### src/rtl/bpos_pkg.sv
package bpos_pkg;

  // Strobes from the sequencer to the arithmetic
  typedef struct packed {
    logic       capture;
    logic       scale;
    logic       markLow;
    logic       satLoad;
    logic       divInit;
    logic       divStep;
    logic       signLoad;
    logic       hornStep;
    logic [1:0] coefSel;
    logic       publish;
  } bposCtrl_t;

  // Conditions reported back to the sequencer
  typedef struct packed {
    logic lowSum;
    logic overRange;
  } bposStat_t;

endpackage

### src/rtl/bpos_ctrl.sv
module bpos_ctrl
  import bpos_pkg::*;
#(
  parameter int QB = 16
) (
  input  logic      clk,
  input  logic      rstN,
  input  logic      inValid,
  input  bposStat_t stat,
  output bposCtrl_t ctl,
  output logic      busy
);

  localparam int CNTW = $clog2(QB) + 1;
  localparam logic [CNTW-1:0] DIV_LAST = CNTW'(QB - 1);
  localparam logic [CNTW-1:0] HORN_LAST = CNTW'(2);

  typedef enum logic [2:0] {
    ST_IDLE, ST_SCALE, ST_CHECK, ST_DIV, ST_SIGN, ST_POLY, ST_DONE
  } bposState_t;

  bposState_t state, stateNext;
  logic [CNTW-1:0] stepCnt, stepCntNext;

  always_ff @(posedge clk) begin
    if (!rstN) begin
      state   <= ST_IDLE;
      stepCnt <= '0;
    end else begin
      state   <= stateNext;
      stepCnt <= stepCntNext;
    end
  end

  always_comb begin
    stateNext   = state;
    stepCntNext = stepCnt;
    ctl         = '0;
    unique case (state)
      ST_IDLE: begin
        if (inValid) begin
          ctl.capture = 1'b1;
          stateNext   = ST_SCALE;
        end
      end
      ST_SCALE: begin
        ctl.scale = 1'b1;
        stateNext = ST_CHECK;
      end
      ST_CHECK: begin
        stepCntNext = '0;
        if (stat.lowSum) begin
          ctl.markLow = 1'b1;
          stateNext   = ST_DONE;
        end else if (stat.overRange) begin
          ctl.satLoad = 1'b1;
          stateNext   = ST_POLY;
        end else begin
          ctl.divInit = 1'b1;
          stateNext   = ST_DIV;
        end
      end
      ST_DIV: begin
        ctl.divStep = 1'b1;
        stepCntNext = stepCnt + 1'b1;
        if (stepCnt == DIV_LAST) begin
          stateNext = ST_SIGN;
        end
      end
      ST_SIGN: begin
        ctl.signLoad = 1'b1;
        stepCntNext  = '0;
        stateNext    = ST_POLY;
      end
      ST_POLY: begin
        ctl.hornStep = 1'b1;
        ctl.coefSel  = 2'(2 - int'(stepCnt));
        stepCntNext  = stepCnt + 1'b1;
        if (stepCnt == HORN_LAST) begin
          stateNext = ST_DONE;
        end
      end
      ST_DONE: begin
        ctl.publish = 1'b1;
        stateNext   = ST_IDLE;
      end
      default: stateNext = ST_IDLE;
    endcase
  end

  assign busy = (state != ST_IDLE);

endmodule

### src/rtl/bpos_datapath.sv
module bpos_datapath
  import bpos_pkg::*;
#(
  parameter int DW    = 16,
  parameter int GW    = 16,
  parameter int GFRAC = 14,
  parameter int PF    = 15
) (
  input  logic                          clk,
  input  logic                          rstN,
  input  bposCtrl_t                     ctl,
  output bposStat_t                     stat,
  input  logic signed [DW-1:0]          aI,
  input  logic signed [DW-1:0]          bI,
  input  logic [GW-1:0]                 gainA,
  input  logic [GW-1:0]                 gainB,
  input  logic signed [PF+2:0]          coef0,
  input  logic signed [PF+2:0]          coef1,
  input  logic signed [PF+2:0]          coef2,
  input  logic signed [PF+2:0]          coef3,
  input  logic [DW+GW-GFRAC-1:0]        sumThresh,
  output logic                          resValid,
  output logic signed [PF+2:0]          position,
  output logic signed [DW+GW-GFRAC:0]   intensity,
  output logic                          posInvalid
);

  localparam int SW = DW + GW - GFRAC;   // scaled plate width
  localparam int IW = SW + 1;            // sum / difference width
  localparam int RW = IW + 1;            // divider remainder width
  localparam int QB = PF + 1;            // quotient bits
  localparam int PW = PF + 2;            // raw ratio width
  localparam int CW = PF + 3;            // coefficient / result width
  localparam int HW = CW + 3;            // Horner pre-saturation width
  localparam logic signed [PW-1:0] QMAX = PW'((2 ** QB) - 1);
  localparam logic signed [HW-1:0] CMAX = HW'((2 ** (CW - 1)) - 1);
  localparam logic signed [HW-1:0] CMIN = -HW'(2 ** (CW - 1));

  // Captured plate samples and their gains
  logic signed [DW-1:0] plateIn   [2];
  logic [GW-1:0]        plateGain [2];
  logic signed [SW-1:0] plateCorr [2];

  assign plateGain[0] = gainA;
  assign plateGain[1] = gainB;

  for (genvar p = 0; p < 2; p++) begin : g_plate
    logic signed [DW+GW:0] prod;
    always_comb prod = plateIn[p] * $signed({1'b0, plateGain[p]});
    assign plateCorr[p] = prod[GFRAC +: SW];
  end

  logic signed [IW-1:0] sumR, diffR;
  logic [IW-1:0]        magDiff;
  logic [RW-1:0]        remR, remSh, divisor;
  logic [QB-1:0]        quot, bitSh;
  logic                 negR, invR;
  logic signed [PW-1:0] rawPos;
  logic signed [CW-1:0] acc;

  assign magDiff = diffR[IW-1] ? IW'(-diffR) : IW'(diffR);
  assign divisor = {1'b0, sumR};
  assign remSh   = {remR[RW-2:0], bitSh[QB-1]};

  assign stat.lowSum    = (sumR <= $signed({1'b0, sumThresh}));
  assign stat.overRange = ({1'b0, magDiff} >= {sumR, 1'b0});

  // Horner step
  logic signed [CW-1:0]    coefArr [4];
  logic signed [CW+PW-1:0] hornProd;
  logic signed [CW+1:0]    hornShift;
  logic signed [HW-1:0]    hornSum;
  logic signed [CW-1:0]    hornSat;

  assign coefArr[0] = coef0;
  assign coefArr[1] = coef1;
  assign coefArr[2] = coef2;
  assign coefArr[3] = coef3;

  always_comb begin
    hornProd  = acc * rawPos;
    hornShift = hornProd[PF +: CW+2];
    hornSum   = HW'(hornShift) + HW'(coefArr[ctl.coefSel]);
    if (hornSum > CMAX)      hornSat = CMAX[CW-1:0];
    else if (hornSum < CMIN) hornSat = CMIN[CW-1:0];
    else                     hornSat = hornSum[CW-1:0];
  end

  always_ff @(posedge clk) begin
    if (!rstN) begin
      plateIn[0] <= '0;
      plateIn[1] <= '0;
      sumR       <= '0;
      diffR      <= '0;
      remR       <= '0;
      quot       <= '0;
      bitSh      <= '0;
      negR       <= 1'b0;
      invR       <= 1'b0;
      rawPos     <= '0;
      acc        <= '0;
      resValid   <= 1'b0;
      position   <= '0;
      intensity  <= '0;
      posInvalid <= 1'b0;
    end else begin
      resValid <= 1'b0;
      if (ctl.capture) begin
        plateIn[0] <= aI;
        plateIn[1] <= bI;
      end
      if (ctl.scale) begin
        sumR  <= IW'(plateCorr[0]) + IW'(plateCorr[1]);
        diffR <= IW'(plateCorr[0]) - IW'(plateCorr[1]);
      end
      if (ctl.markLow) begin
        invR <= 1'b1;
      end
      if (ctl.satLoad) begin
        invR   <= 1'b0;
        rawPos <= diffR[IW-1] ? -QMAX : QMAX;
        acc    <= coef3;
      end
      if (ctl.divInit) begin
        invR  <= 1'b0;
        negR  <= diffR[IW-1];
        remR  <= RW'(magDiff >> 1);
        bitSh <= {magDiff[0], {PF{1'b0}}};
        quot  <= '0;
      end
      if (ctl.divStep) begin
        bitSh <= {bitSh[QB-2:0], 1'b0};
        if (remSh >= divisor) begin
          remR <= remSh - divisor;
          quot <= {quot[QB-2:0], 1'b1};
        end else begin
          remR <= remSh;
          quot <= {quot[QB-2:0], 1'b0};
        end
      end
      if (ctl.signLoad) begin
        rawPos <= negR ? -$signed({1'b0, quot}) : $signed({1'b0, quot});
        acc    <= coef3;
      end
      if (ctl.hornStep) begin
        acc <= hornSat;
      end
      if (ctl.publish) begin
        resValid   <= 1'b1;
        intensity  <= sumR;
        posInvalid <= invR;
        if (!invR) position <= acc;
      end
    end
  end

endmodule

### src/rtl/bpos_calc.sv
module bpos_calc
  import bpos_pkg::*;
#(
  parameter int DW    = 16,
  parameter int GW    = 16,
  parameter int GFRAC = 14,
  parameter int PF    = 15
) (
  input  logic                          clk,
  input  logic                          rstN,
  input  logic                          inValid,
  input  logic signed [DW-1:0]          aI,
  input  logic signed [DW-1:0]          aQ,
  input  logic signed [DW-1:0]          bI,
  input  logic signed [DW-1:0]          bQ,
  input  logic [GW-1:0]                 gainA,
  input  logic [GW-1:0]                 gainB,
  input  logic signed [PF+2:0]          coef0,
  input  logic signed [PF+2:0]          coef1,
  input  logic signed [PF+2:0]          coef2,
  input  logic signed [PF+2:0]          coef3,
  input  logic [DW+GW-GFRAC-1:0]        sumThresh,
  output logic                          busy,
  output logic                          resValid,
  output logic signed [PF+2:0]          position,
  output logic signed [DW+GW-GFRAC:0]   intensity,
  output logic                          posInvalid
);

  localparam int QB = PF + 1;
  localparam int CW = PF + 3;
  localparam int IW = DW + GW - GFRAC + 1;

  bposCtrl_t ctl;
  bposStat_t stat;

  // Quadrature words carry nothing once plates are phase-aligned
  logic quadUnused;
  assign quadUnused = ^{aQ, bQ};

  bpos_ctrl #(.QB(QB)) i_ctrl (
    .clk     (clk),
    .rstN    (rstN),
    .inValid (inValid),
    .stat    (stat),
    .ctl     (ctl),
    .busy    (busy)
  );

  bpos_datapath #(.DW(DW), .GW(GW), .GFRAC(GFRAC), .PF(PF)) i_dp (
    .clk        (clk),
    .rstN       (rstN),
    .ctl        (ctl),
    .stat       (stat),
    .aI         (aI),
    .bI         (bI),
    .gainA      (gainA),
    .gainB      (gainB),
    .coef0      (coef0),
    .coef1      (coef1),
    .coef2      (coef2),
    .coef3      (coef3),
    .sumThresh  (sumThresh),
    .resValid   (resValid),
    .position   (position),
    .intensity  (intensity),
    .posInvalid (posInvalid)
  );

endmodule

### config.mk
export PLATFORM = sky130hd
export DESIGN_NAME = bpos_calc
export DESIGN_NICKNAME = d
export VERILOG_FILES = /design/src/rtl/bpos_pkg.sv /design/src/rtl/bpos_ctrl.sv /design/src/rtl/bpos_datapath.sv /design/src/rtl/bpos_calc.sv
export SDC_FILE = /design/constraint.sdc
export NUM_CORES = 2
export LEC_CHECK = 0
export ABC_AREA = 1
export BUFFER_PORTS_ARGS = -buffer_cell sky130_fd_sc_hd__buf_4
export CORE_ASPECT_RATIO = 1.25
export CORE_MARGIN = 2
export CORE_UTILIZATION = 26
export CTS_CLUSTER_SIZE = 30
export DETAILED_ROUTE_END_ITERATION = 7
export GPL_TIMING_DRIVEN = 1
export MAX_ROUTING_LAYER = met4
export PLACE_DENSITY = 0.49
export SLEW_MARGIN = 0
export SYNTH_ARGS = -nofsm -noshare
export SYNTH_HDL_FRONTEND = slang
export SYNTH_SLANG_ARGS = --single-unit
### constraint.sdc
create_clock -name clk -period 7.6 [get_ports clk]
set_input_delay 0.76 -clock clk [delete_from_list [all_inputs] [get_ports clk]]
set_output_delay 0.76 -clock clk [all_outputs]
set_load 0.03 [all_outputs]
==> results.cfg <==
[placed_design]
hpwlAfterDp_mm = 123
place_area_mm2 = 0.0512
gp_congestion = 0.903
io_buffers = 196

[clocking]
clkTransAtPathRegs_ps = 110
cts_buffers = 17
cts.sinks = 189
cts_hold_buf = 0
cts_buffer_depth = 2
cts_tree = yes
htree_num_levels = 4
insertion_delay_ps = 550
cts-root-buf = clkbuf_16

[final_layout]
area_delta_synth_final_pct = 23.3
final_cell_mix = inv_1, nand2_1, buf_4
post-route-cell-area_mm2 = 0.0537
final_common_cell = inv_1
layout.nets = 7788
drive_gt1_share_pct = 18.9

[route]
drtPass1Iterations = 5
drt_iter0_drc = 1843
drc_errors = 0
final_antenna_net_count = 0
num_vias = 38400
drt_wl_total_mm = 142
via_per_inst = 4.41
wire_per_inst_um = 16.3

[worst_setup_path]
r2r_cells = 36
slowest_delay_ps = 590
r2r_end = i_dp.acc[11]
cp-start-kind = register
required_ps = 8020
endpoint_kind = register
worst-r2r-setup-slack_ps = 170
worstPathArrival_ps = 7850
worstSetupPathType = reg2reg
crit_slowest_cell = fa_1
reg2reg_from = i_dp.acc[12]
crit_family = adder cells
path_max_fanout = 10
path_buf_inv = 9

[hold_path]
min_from = i_ctrl.stepCnt[4]
min-delay-path-class = reg2reg
worstHoldEndpoint = i_ctrl.stepCnt[4]
hold_path_depth = 2

[timing]
hold_viol = 0
slew_headroom_pct = 18.8
rsz0062_at_grt = true
setup_viol = 0
post-route-min-period_ps = 7430
fmax_mhz = 135
fin_skew_ps = 31.6
fin_crit_sh_pct = 97.8
worst_slew_pin_slew_ps = 1210
timing.hold.ws_ps = 479
slew_violations = 0

[logic_synthesis]
syn_inst = 5918
yosys-top-cells-area = fa_1, inv_1, ha_1
syn_nets = 7238
ys_ff_latch = 189
synth_warnings = 0
synth_top_area_cell = fa_1
synth_area_per_cell_um2 = 7.36
yosysTopAreaCellShare_pct = 32.2
yosysSeqAreaShare_pct = 9.42
syn_area_mm2 = 0.0436
ys_types = 59

[flow_run]
cap_violations = 0

[floorplanning]
die_width_um = 370
dieArea_mm2 = 0.171
start_util_pct = 26.1
pin_count = 229
die_y_um = 462
rows = 168
core_mm2 = 0.167

[outcome]
status = completed

[global_routing]
gr-total-overflow = 0
grt_pass1_wl_mm = 224
grt_max_degree = 58
antenna_found_initial = 5
track_usage_pct = 17.2
grt_pass1_vias = 40700
## through the flow
stage | utilization [%] | setup slack, ps | setup TNS (ps) | cells
after floorplan | - | 148 | 0 | 5918
after global placement | 30.7 | -332 | -7130 | 8620
after detailed placement | 30.7 | -331 | -7060 | 8620
after CTS | 31.1 | 2.40 | 0 | 8654
after global routing | 32.1 | -101 | -1210 | 8691
final | 32.2 | 171 | 0 | 8692
## state kept, by name, summed over array words and instances, names as in the netlist
name             flops
i_dp.plateIn        32
i_dp.diffR          19
i_dp.intensity      19
i_dp.remR           19
i_dp.acc            18
i_dp.position       18
i_dp.sumR           18
i_dp.rawPos         17
i_dp.quot           16
i_ctrl.stepCnt       5
i_ctrl.state         3
i_dp.bitSh           1
i_dp.invR            1
i_dp.negR            1
i_dp.posInvalid      1
i_dp.resValid        1
## per-layer routing
metal | routed length [µm] | vias up | track usage [%]
li1 | - | 18800 | -
met1 | 62900 | 18700 | 21.3
met2 | 71600 | 758 | 30.6
met3 | 5330 | 103 | 1.49
met4 | 2200 | 0 | 3.32
met5 | 0 | - | -
## cells in the mapped netlist, drive strengths merged
| cell type | count |
|---|---|
| inv | 1510 |
| nand2 | 1393 |
| fa | 700 |
| ha | 431 |
| a21oi | 323 |
| nor2 | 323 |
| o21ai | 249 |
| clkbuf | 202 |
| dfxtp | 157 |
| nand3 | 118 |
| xor2 | 93 |
| nand4 | 49 |
| or2 | 48 |
| nor3 | 46 |
| buf | 41 |
| xnor2 | 34 |
| edfxtp | 32 |
| a21o | 22 |
| a22oi | 20 |
| o211ai | 20 |
| o22ai | 18 |
| a31oi | 16 |
| nor4 | 14 |
| o21a | 11 |
| o21bai | 10 |
| o31ai | 7 |
| a21boi | 5 |
| a221oi | 5 |
| nand3b | 4 |
| a211oi | 3 |
| and2 | 3 |
| o221ai | 3 |
| clkinv | 2 |
| a31o | 1 |
| and3 | 1 |
| nor3b | 1 |
| o2111ai | 1 |
| o211a | 1 |
| o31a | 1 |
## worst register-to-register path: cells and delay by family, from the launching register on
family | cells | cell delay (ps)
xor gates and xnor gates | 1 | 190
AOI/OAI and AO/OA | 6 | 980
buffers and inverters | 9 | 1090
and+or+nand+nor | 12 | 990
adders and majority gates | 8 | 3710
DFF | 1 | 340
## worst max-delay path by stage
stage / depth (start not counted) / slack [ps] / from / endpoint
after floorplan: 31 / 150 / gainB[15] / i_dp.diffR[16]
after global placement: 34 / -330 / i_dp.acc[7] / i_dp.acc[5]
after detailed placement: 32 / -330 / i_dp.acc[7] / i_dp.acc[5]
after CTS: 33 / 2 / i_dp.plateIn[0][17] / i_dp.sumR[18]
after global routing: 39 / -100 / i_dp.rawPos[5] / i_dp.acc[14]
final: 36 / 170 / i_dp.acc[12] / i_dp.acc[11]
## kinds of logic after synthesis
| family | count (synthesis) | share of synthesized area, % |
|---|---|---|
| simple gates | 2000 | 19.1 |
| buf+inv | 1755 | 15.3 |
| fa+ha+maj | 1131 | 44.5 |
| compound gates | 716 | 9.11 |
| flops | 189 | 9.42 |
| xor+xnor | 127 | 2.55 |
## timing repair
action                                  in CTS  in global routing
gates resized for setup                     29                343
pin swaps                                    1                 91
cloned                                       0                  2
endpoints found under the setup margin      20                 45
endpoints found under the hold margin        0                  0
buffers inserted                             2                 35
## final cells by class
cell class              count  area, µm²
repair buffers            773       6250
well taps                2210       2770
flip-flops and latches    189       4150
fillers                 18000     113000
multi-input cells        3975      34200
clock inverters            15        210
inverters                1512       5680
clock buffers              17        425
diodes                      1       2.50
Power is left out: the tool's default activity adds up to more than one toggle a clock period on the data nets, which glitch-free logic cannot reach.
